File: src/rtl/hws_pkg.sv
package hws_pkg;
  typedef enum logic [1:0] {
    ST_RUN    = 2'd0,
    ST_HALT   = 2'd1,
    ST_SETTLE = 2'd2,
    ST_WDGRST = 2'd3
  } hws_state_e;

  // HALT accepted: not the active-halt variant and watchdog does not object
  function automatic logic halt_allowed(input logic ah, input logic wen, input logic wopt);
    return !ah && (!wen || wopt);
  endfunction

  // HALT converted into a watchdog reset
  function automatic logic halt_trips_wdg(input logic ah, input logic wen, input logic wopt);
    return !ah && wen && !wopt;
  endfunction
endpackage

File: src/rtl/hws_entry.sv
module hws_entry
  import hws_pkg::*;
(
  input  logic in_run,
  input  logic halt_req,
  input  logic active_halt_en,
  input  logic wdg_en,
  input  logic wdg_halt_opt,
  output logic halt_go,
  output logic wdg_trip
);
  always_comb begin
    halt_go  = in_run && halt_req && halt_allowed(active_halt_en, wdg_en, wdg_halt_opt);
    wdg_trip = in_run && halt_req && halt_trips_wdg(active_halt_en, wdg_en, wdg_halt_opt);
  end
endmodule

File: src/rtl/hws_wake.sv
module hws_wake #(
  parameter int NUM_IRQ = 8
) (
  input  logic [NUM_IRQ-1:0] irq_req,
  input  logic [NUM_IRQ-1:0] irq_wake_mask,
  input  logic               wake_rst,
  output logic               wake_any,
  output logic               wake_by_rst
);
  function automatic logic masked_pending(input logic [NUM_IRQ-1:0] req,
                                          input logic [NUM_IRQ-1:0] msk);
    return |(req & msk);
  endfunction

  logic irq_wake;

  always_comb begin
    irq_wake    = masked_pending(irq_req, irq_wake_mask);
    wake_any    = irq_wake || wake_rst;
    wake_by_rst = wake_rst;   // reset has priority over interrupts
  end
endmodule

File: src/rtl/hws_settle.sv
module hws_settle #(
  parameter int SETTLE_CYCLES = 256
) (
  input  logic clk,
  input  logic rst_n,
  input  logic run_en,
  output logic done
);
  localparam int CNT_W = (SETTLE_CYCLES > 1) ? $clog2(SETTLE_CYCLES) : 1;
  localparam logic [CNT_W-1:0] TERM = CNT_W'(SETTLE_CYCLES - 1);

  function automatic logic at_term(input logic [CNT_W-1:0] c);
    return c == TERM;
  endfunction

  logic [CNT_W-1:0] cnt;

  always_ff @(posedge clk or negedge rst_n) begin
    if (!rst_n)      cnt <= '0;
    else if (!run_en) cnt <= '0;
    else if (!at_term(cnt)) cnt <= cnt + 1'b1;
  end

  always_comb done = run_en && at_term(cnt);

  assert_cnt_bounded_R6: assert property (@(posedge clk) disable iff (!rst_n)
    cnt <= TERM);
  assert_cnt_fresh_R6: assert property (@(posedge clk) disable iff (!rst_n)
    $rose(run_en) |-> cnt == '0);
endmodule

File: src/rtl/halt_wake_seq.sv
module halt_wake_seq
  import hws_pkg::*;
#(
  parameter int NUM_IRQ       = 8,
  parameter int SETTLE_CYCLES = 256
) (
  input  logic               clk,
  input  logic               rst_n,
  input  logic               halt_req,
  input  logic               active_halt_en,
  input  logic               wdg_en,
  input  logic               wdg_halt_opt,
  input  logic [NUM_IRQ-1:0] irq_req,
  input  logic [NUM_IRQ-1:0] irq_wake_mask,
  input  logic               wake_rst,
  output logic               osc_en,
  output logic               cpu_clk_en,
  output logic               imask_clr,
  output logic               wdg_rst_req,
  output logic               resume_stb,
  output logic               resume_rst
);
  hws_state_e state, state_nx;
  logic halt_go, wdg_trip, wake_any, wake_by_rst, settle_done;
  logic in_run, in_halt, in_settle;
  logic imask_q, resume_q, tag_q;

  always_comb begin
    in_run    = (state == ST_RUN);
    in_halt   = (state == ST_HALT);
    in_settle = (state == ST_SETTLE);
  end

  hws_entry u_entry (
    .in_run(in_run), .halt_req(halt_req), .active_halt_en(active_halt_en),
    .wdg_en(wdg_en), .wdg_halt_opt(wdg_halt_opt),
    .halt_go(halt_go), .wdg_trip(wdg_trip)
  );

  hws_wake #(.NUM_IRQ(NUM_IRQ)) u_wake (
    .irq_req(irq_req), .irq_wake_mask(irq_wake_mask), .wake_rst(wake_rst),
    .wake_any(wake_any), .wake_by_rst(wake_by_rst)
  );

  hws_settle #(.SETTLE_CYCLES(SETTLE_CYCLES)) u_settle (
    .clk(clk), .rst_n(rst_n), .run_en(in_settle), .done(settle_done)
  );

  always_comb begin
    state_nx = state;
    unique case (state)
      ST_RUN:    if (halt_go) state_nx = ST_HALT;
                 else if (wdg_trip) state_nx = ST_WDGRST;
      ST_HALT:   if (wake_any) state_nx = ST_SETTLE;
      ST_SETTLE: if (settle_done) state_nx = ST_RUN;
      ST_WDGRST: state_nx = ST_RUN;
      default:   state_nx = ST_RUN;
    endcase
  end

  always_ff @(posedge clk or negedge rst_n) begin
    if (!rst_n) begin
      state    <= ST_RUN;
      imask_q  <= 1'b0;
      resume_q <= 1'b0;
      tag_q    <= 1'b0;
    end else begin
      state    <= state_nx;
      imask_q  <= halt_go;
      resume_q <= in_settle && settle_done;
      if (in_halt && wake_any) tag_q <= wake_by_rst;
    end
  end

  always_comb begin
    osc_en      = !in_halt;
    cpu_clk_en  = in_run;
    imask_clr   = imask_q;
    wdg_rst_req = (state == ST_WDGRST);
    resume_stb  = resume_q;
    resume_rst  = tag_q;
  end

  // Assertions next to the logic they guard
  assert_ah_ignored_R1: assert property (@(posedge clk) disable iff (!rst_n)
    (in_run && halt_req && active_halt_en) |=> (cpu_clk_en && osc_en && !imask_clr && !wdg_rst_req));
  assert_wdg_trip_R2: assert property (@(posedge clk) disable iff (!rst_n)
    (in_run && halt_req && !active_halt_en && wdg_en && !wdg_halt_opt) |=> (wdg_rst_req && osc_en));
  assert_wdg_pulse_R2: assert property (@(posedge clk) disable iff (!rst_n)
    wdg_rst_req |=> (!wdg_rst_req && cpu_clk_en));
  assert_entry_R3: assert property (@(posedge clk) disable iff (!rst_n)
    (in_run && halt_req && !active_halt_en && (!wdg_en || wdg_halt_opt)) |=> (!osc_en && imask_clr));
  assert_imask_pulse_R3: assert property (@(posedge clk) disable iff (!rst_n)
    imask_clr |=> !imask_clr);
  assert_masked_ignored_R4: assert property (@(posedge clk) disable iff (!rst_n)
    (!osc_en && ((irq_req & irq_wake_mask) == '0) && !wake_rst) |=> !osc_en);
  assert_wake_osc_R6: assert property (@(posedge clk) disable iff (!rst_n)
    $rose(osc_en) |-> !cpu_clk_en);
  assert_resume_R7: assert property (@(posedge clk) disable iff (!rst_n)
    resume_stb |-> (cpu_clk_en && !$past(cpu_clk_en)));
  assert_rst_wins_R8: assert property (@(posedge clk) disable iff (!rst_n)
    (!osc_en && wake_rst) |=> resume_rst);
endmodule

File: config.mk
export PLATFORM = sky130hd
export DESIGN_NAME = halt_wake_seq
export DESIGN_NICKNAME = d
export VERILOG_FILES = /design/src/rtl/hws_pkg.sv /design/src/rtl/hws_entry.sv /design/src/rtl/hws_wake.sv /design/src/rtl/hws_settle.sv /design/src/rtl/halt_wake_seq.sv
export SDC_FILE = /design/constraint.sdc
export NUM_CORES = 1
export LEC_CHECK = 0
export CORE_MARGIN = 2
export CORE_UTILIZATION = 38
export CTS_CLUSTER_SIZE = 28
export DETAILED_ROUTE_END_ITERATION = 7
export DONT_BUFFER_PORTS = 1
export PLACE_DENSITY = 0.52
export REMOVE_ABC_BUFFERS = 1
export SYNTH_ARGS = -nofsm -noshare
export SYNTH_HDL_FRONTEND = slang
export SYNTH_HIERARCHICAL = 1
export SYNTH_SLANG_ARGS = --single-unit
File: constraint.sdc
create_clock -name clk -period 1.95 [get_ports clk]
set_input_delay 0.2925 -clock clk [delete_from_list [all_inputs] [get_ports clk]]
set_output_delay 0.2925 -clock clk [all_outputs]
set_load 0.01 [all_outputs]
### Yosys cells after proc, flatten, opt, wreduce, memory -nomap -nowiden

Index checks and enable logic that the tools add are counted.

| operators by class | value |
|---|---|
| add/subtract/negate cells | 1 |
| eq/ne operators | 8 |
| multiplexer cells | 7 |
| bitwise logic cells | 1 |
| reduce and logical (&&, ||, !) cells | 18 |

Operators by type and width:

| cell | number |
|---|---|
| 8-bit 2-to-1 mux | 2 |
| 1-bit logical AND | 9 |
| 8-bit by 1-bit adder with 8-bit output (second input constant) | 1 |
| 8-bit AND | 1 |
| 8-bit equality test (second input constant) | 1 |
| 2-bit 2-to-1 mux | 4 |
| 2-bit case mux with 4 select lines | 1 |
| 8-bit OR reduction | 1 |
| 2-bit != test (second input constant) | 3 |
| 2-bit equality test (second input constant) | 2 |
| 1-bit zero test | 4 |
| 3-bit != test (second input constant) | 1 |
| 3-bit AND reduction | 1 |
| 2-bit by 1-bit equality test with 1-bit output (second input constant) | 1 |
| 2-bit zero test | 1 |
| 1-bit logical OR | 2 |

| storage, ports and cells | value |
|---|---|
| register bits | 13 |
| input bits | 23 |
| output and inout port bits | 6 |
| logic and storage cells | 40 |

### Depth between registers and ports, before layout

| logic depth | value |
|---|---|
| depth in word-level cells | 7 |
| gate-level depth with buffers | 5 |
| mapped depth without buffers | 5 |

### Hierarchy

Netlist, hierarchy kept.

Modules (own cells, without submodules):

| module | times used | cells an instance | area each (sq um) | seq. area each (sq um) |
|---|---|---|---|---|
| hws_settle | 1 | 44 | 432.9 | 200.2 |
| halt_wake_seq | 1 | 17 | 214.0 | 125.1 |
| hws_wake | 1 | 6 | 51.3 | 0.0 |
| hws_entry | 1 | 4 | 41.3 | 0.0 |

### Worst setup path before layout

Ideal clock, no wire load.

| path | value |
|---|---|
| kind | reg-to-reg |
| start point | register state[0] |
| end point | register state[1] |
| setup time | 77 ps |
| arrival time | 1463 ps |
| data required time | 1873 ps |
| path slack | 410 ps |
| stages on the path, launching flop included | 6 |
| path buffers | 0 |
| period minus slack after synthesis | 1540 ps |
| cells stage by stage | dfrtp_1 nor2_1 nand3b_4 nor3b_2 or3b_1 a21oi_1 |

| between the ends | value |
|---|---|
| longest elaborated chain between the ends | 5 |
| elaborated cells on any way between the ends | 14 |
| those cells by class | eq/ne (6); mux (2); reduce/logical (6) |

Ends and longest elaborated chain:

| item | RTL line | RTL |
|---|---|---|
| from (decl) | halt_wake_seq.sv:23 | `hws_state_e state, state_nx;` |
| from (signal assigned) | halt_wake_seq.sv:68 | `state <= state_nx;` |
| 2-bit zero test | halt_wake_seq.sv:29 | `in_run = (state == ST_RUN);` |
| net cpu_clk_en | halt_wake_seq.sv:17 | `output logic cpu_clk_en,` |
| 1-bit logical AND (2 in series) | hws_entry.sv:14 | `wdg_trip = in_run && halt_req && halt_trips_wdg(active_halt_en, wdg_en, wdg_halt_opt);` |
| net wdg_trip | halt_wake_seq.sv:24 | `logic halt_go, wdg_trip, wake_any, wake_by_rst, settle_done;` |
| 3-bit != test (no line) | n/a |  |
| 3-bit AND reduction (no line) | n/a |  |

The timed path passes the listed nets, and every way through them passes these cells.
A chain may end at the register's enable or synchronous reset.

### Worst setup path in the final report

| path | value |
|---|---|
| start point | register state[1] |
| end point | register state[1] |

The elaborated chain is that of the path after synthesis.

==> metrics.yaml <==
floorplanning:
  rows: 15
  die_h_um: 48.1
  fp.dieW_um: 48.1
  die_area_um2: 2310
  ioPinCount: 29
  core_um2: 1780
  start_util_pct: 41.5
sta:
  report.final.setup_viol: 0
  period_needed_ps: 1610
  tightestPinTransition_ps: 582
  max_slew_margin_pct: 61.1
  finClkSkew_ps: 11.2
  fin_crit_sh_pct: 82.7
  hold_violations: 0
  tns_ps: 0
  final_max_slew_viol_count: 0
  rsz0062_at_grt: "no"
  clock.fmax_ghz: 0.620
grt:
  grt_pass1_wl_um: 2420
  grt_antenna_before_repair: 0
  grtUsageTotal_pct: 15.4
  grt_pass1_vias: 501
  grt_max_degree: 14
  gr-total-overflow: 0
placement:
  hpwlAfterDp_um: 1030
  placed_cells: 94
  place_area_um2: 754
  place.gp.congestion: 0.767
  portBuffers: 0
worst_setup_path:
  path_class: "reg2reg"
  cp-startpoint: "state[1]"
  required_ps: 2140
  cp_max_fo: 7
  crit_arrival_ps: 1810
  r2r_cells: 5
  r2r_start: "state[1]"
  cp-start-kind: "flip-flop"
  worstSetupEndpointType: "flip-flop"
synthesis:
  synth_compound_area_share_pct: 21.3
  ys_seq_area_share_pct: 44.0
  synthSimpleGateAreaFrac_pct: 26.7
  synth-seq-cells: 13
  netlist_instances: 71
  avgSynthCellArea_um2: 10.4
  synth-xor-area-share_pct: 0
  netlist_area_um2: 739
  yosys.area_share.adder_pct: 1.69
  yosys_warnings: 6
  ys_types: 37
  synth.area.mux_share_pct: 1.52
  synth_top_family_by_area: "simple AND/OR/NAND/NOR gates"
cells_and_area:
  num-nets-final: 99
  finish.cell_count_without_fillers: 99
  postLayoutCellArea_um2: 791
  layout_common_cells: "dfrtp_1, a21oi_1, a31oi_1"
  fin_util_pct: 44.4
  areaGrowthSynthToFinish_pct: 6.94
  layout_commonest_cell: "dfrtp_1"
  layout-drive-gt1-share_pct: 17.6
  diodes: 0
routing:
  dr_total_vias: 550
  vias_per_cell: 5.56
  first_pass_iters: 4
  drt_iter0_drc: 16
  drc: 0
  ant_nets: 0
  drt-total-wl_um: 1380
  avgRoutedWirePerCell_um: 13.9
worst_hold_path:
  hp-class: "in2reg"
  min_from: "wdg_en"
  min_path_cells: 1
clocking:
  h-tree-depth: 1
  post_cts_resized: 0
  cts_buffer_depth: 2
  postCtsHoldBufs: 1
  cts_post_setup_buffers_inserted: 0
  clk_latency_ps: 270
  cts_buffers: 3
  cts_root_buf: "clkbuf_4"
  cts_sinks: 13
  path_clk_slew_ps: 70
  cts_tree: "built"
run_status:
  status: "completed"
power:
  p_per_area_nw_per_um2: 981
  netSwitchingFraction_pct: 34.9
  internal_power_uw: 505
  pwr-share-comb_pct: 27.7
  power_uw: 776
  p_clk_share_pct: 20.8
  ir_worst_vdd_mv: 0.584
  p_leak_uw: 0.000328
  p_sw_uw: 271
  pwr-share-seq_pct: 51.5
job:
  drv_cap: 0
state kept, by name (all words and copies together) (netlist names):
name,flops
resume_stb,1
state,2
u_settle/cnt,8
resume_rst,1
imask_clr,1
synth_stat cells:
cell	instances	area (um^2)
a22o_1	1	8.76
nor2_1	2	7.51
and2_1	1	6.26
and3_4	1	11.3
o21ai_0	2	10.0
buf_6	1	11.3
nor3b_1	2	15.0
a32o_1	1	10.0
or3b_1	1	8.76
and4_1	1	8.76
nor3_1	3	15.0
nor3b_2	1	12.5
buf_2	1	5.00
nor4b_1	1	8.76
nand4_1	2	12.5
mux2_2	1	11.3
nand3_1	3	15.0
nand3b_1	1	7.51
or2b_1	1	7.51
a221oi_2	1	15.0
ha_1	1	12.5
and4_4	1	11.3
a21oi_1	7	35.0
o21ai_1	2	10.0
a31oi_1	4	25.0
dfrtp_1	13	325
buf_4	1	7.51
o31a_2	1	10.0
and2b_2	1	8.76
inv_1	3	11.3
nand3b_4	1	20.0
o21a_1	2	15.0
nand2_1	2	7.51
and3_1	1	6.26
and2_2	1	7.51
a2bb2oi_1	1	8.76
a222oi_1	1	10.0
critical path: stages, from the launching register on:
cell and delay [ps]:
dfrtp_1 430, nor2_1 330, nand3b_4 110, nor3b_2 200
or3b_1 360, a21oi_1 120
layout make-up:
| class | count | area, um^2 |
|---|---|---|
| clock buffer | 4 | 26.3 |
| fill | 182 | 992 |
| inverter | 3 | 11.3 |
| multi-input combinational | 52 | 379 |
| sequential | 13 | 325 |
| tap | 25 | 31.3 |
| timing repair buffer | 2 | 17.5 |
through the flow:
stage	setup slack, ps	hold slack [ps]
after floorplan	410	-3.09
after global placement	353	-2.83
after detailed placement	325	-2.82
after CTS	312	136
after global routing	199	137
final	337	145
power groups by stage:
stage | registers [uW] | logic (uW) | clock network (uW)
4_1_cts | 399 | 220 | 171
5_1_grt | 416 | 253 | 185
6_report | 399 | 215 | 162
3_3_place_gp | 402 | 212 | 0
2_1_floorplan | 392 | 170 | 0
3_5_place_dp | 405 | 212 | 0
routing by layer:
metal	part of all wire, %	vias to the layer above	GRT usage [%]
li1	-	277	-
met1	51	261	23.4
met2	46	10	20.8
met3	2.9	2	5.56
met4	0.58	0	3.24
met5	0	-	0
kinds of logic (layout without fill, tap and decap cells):
group	after synthesis	after routing
mux	1	1
fa+ha+maj	1	1
buf+inv	6	9
compound gates	23	23
flops	13	13
simple gates	27	27
path summary, 6_finish.rpt:
check,slack [ps],to
worst max-delay path,340,state[1]
worst min-delay path,150,imask_clr
worst max register to register,340,state[1]
worst min register to register,570,u_settle/cnt[2]
max in group asynchronous,1110,u_settle/cnt[6]
min in group asynchronous,450,u_settle/cnt[1]
Note: power is estimated with default switching activity, not from simulation.
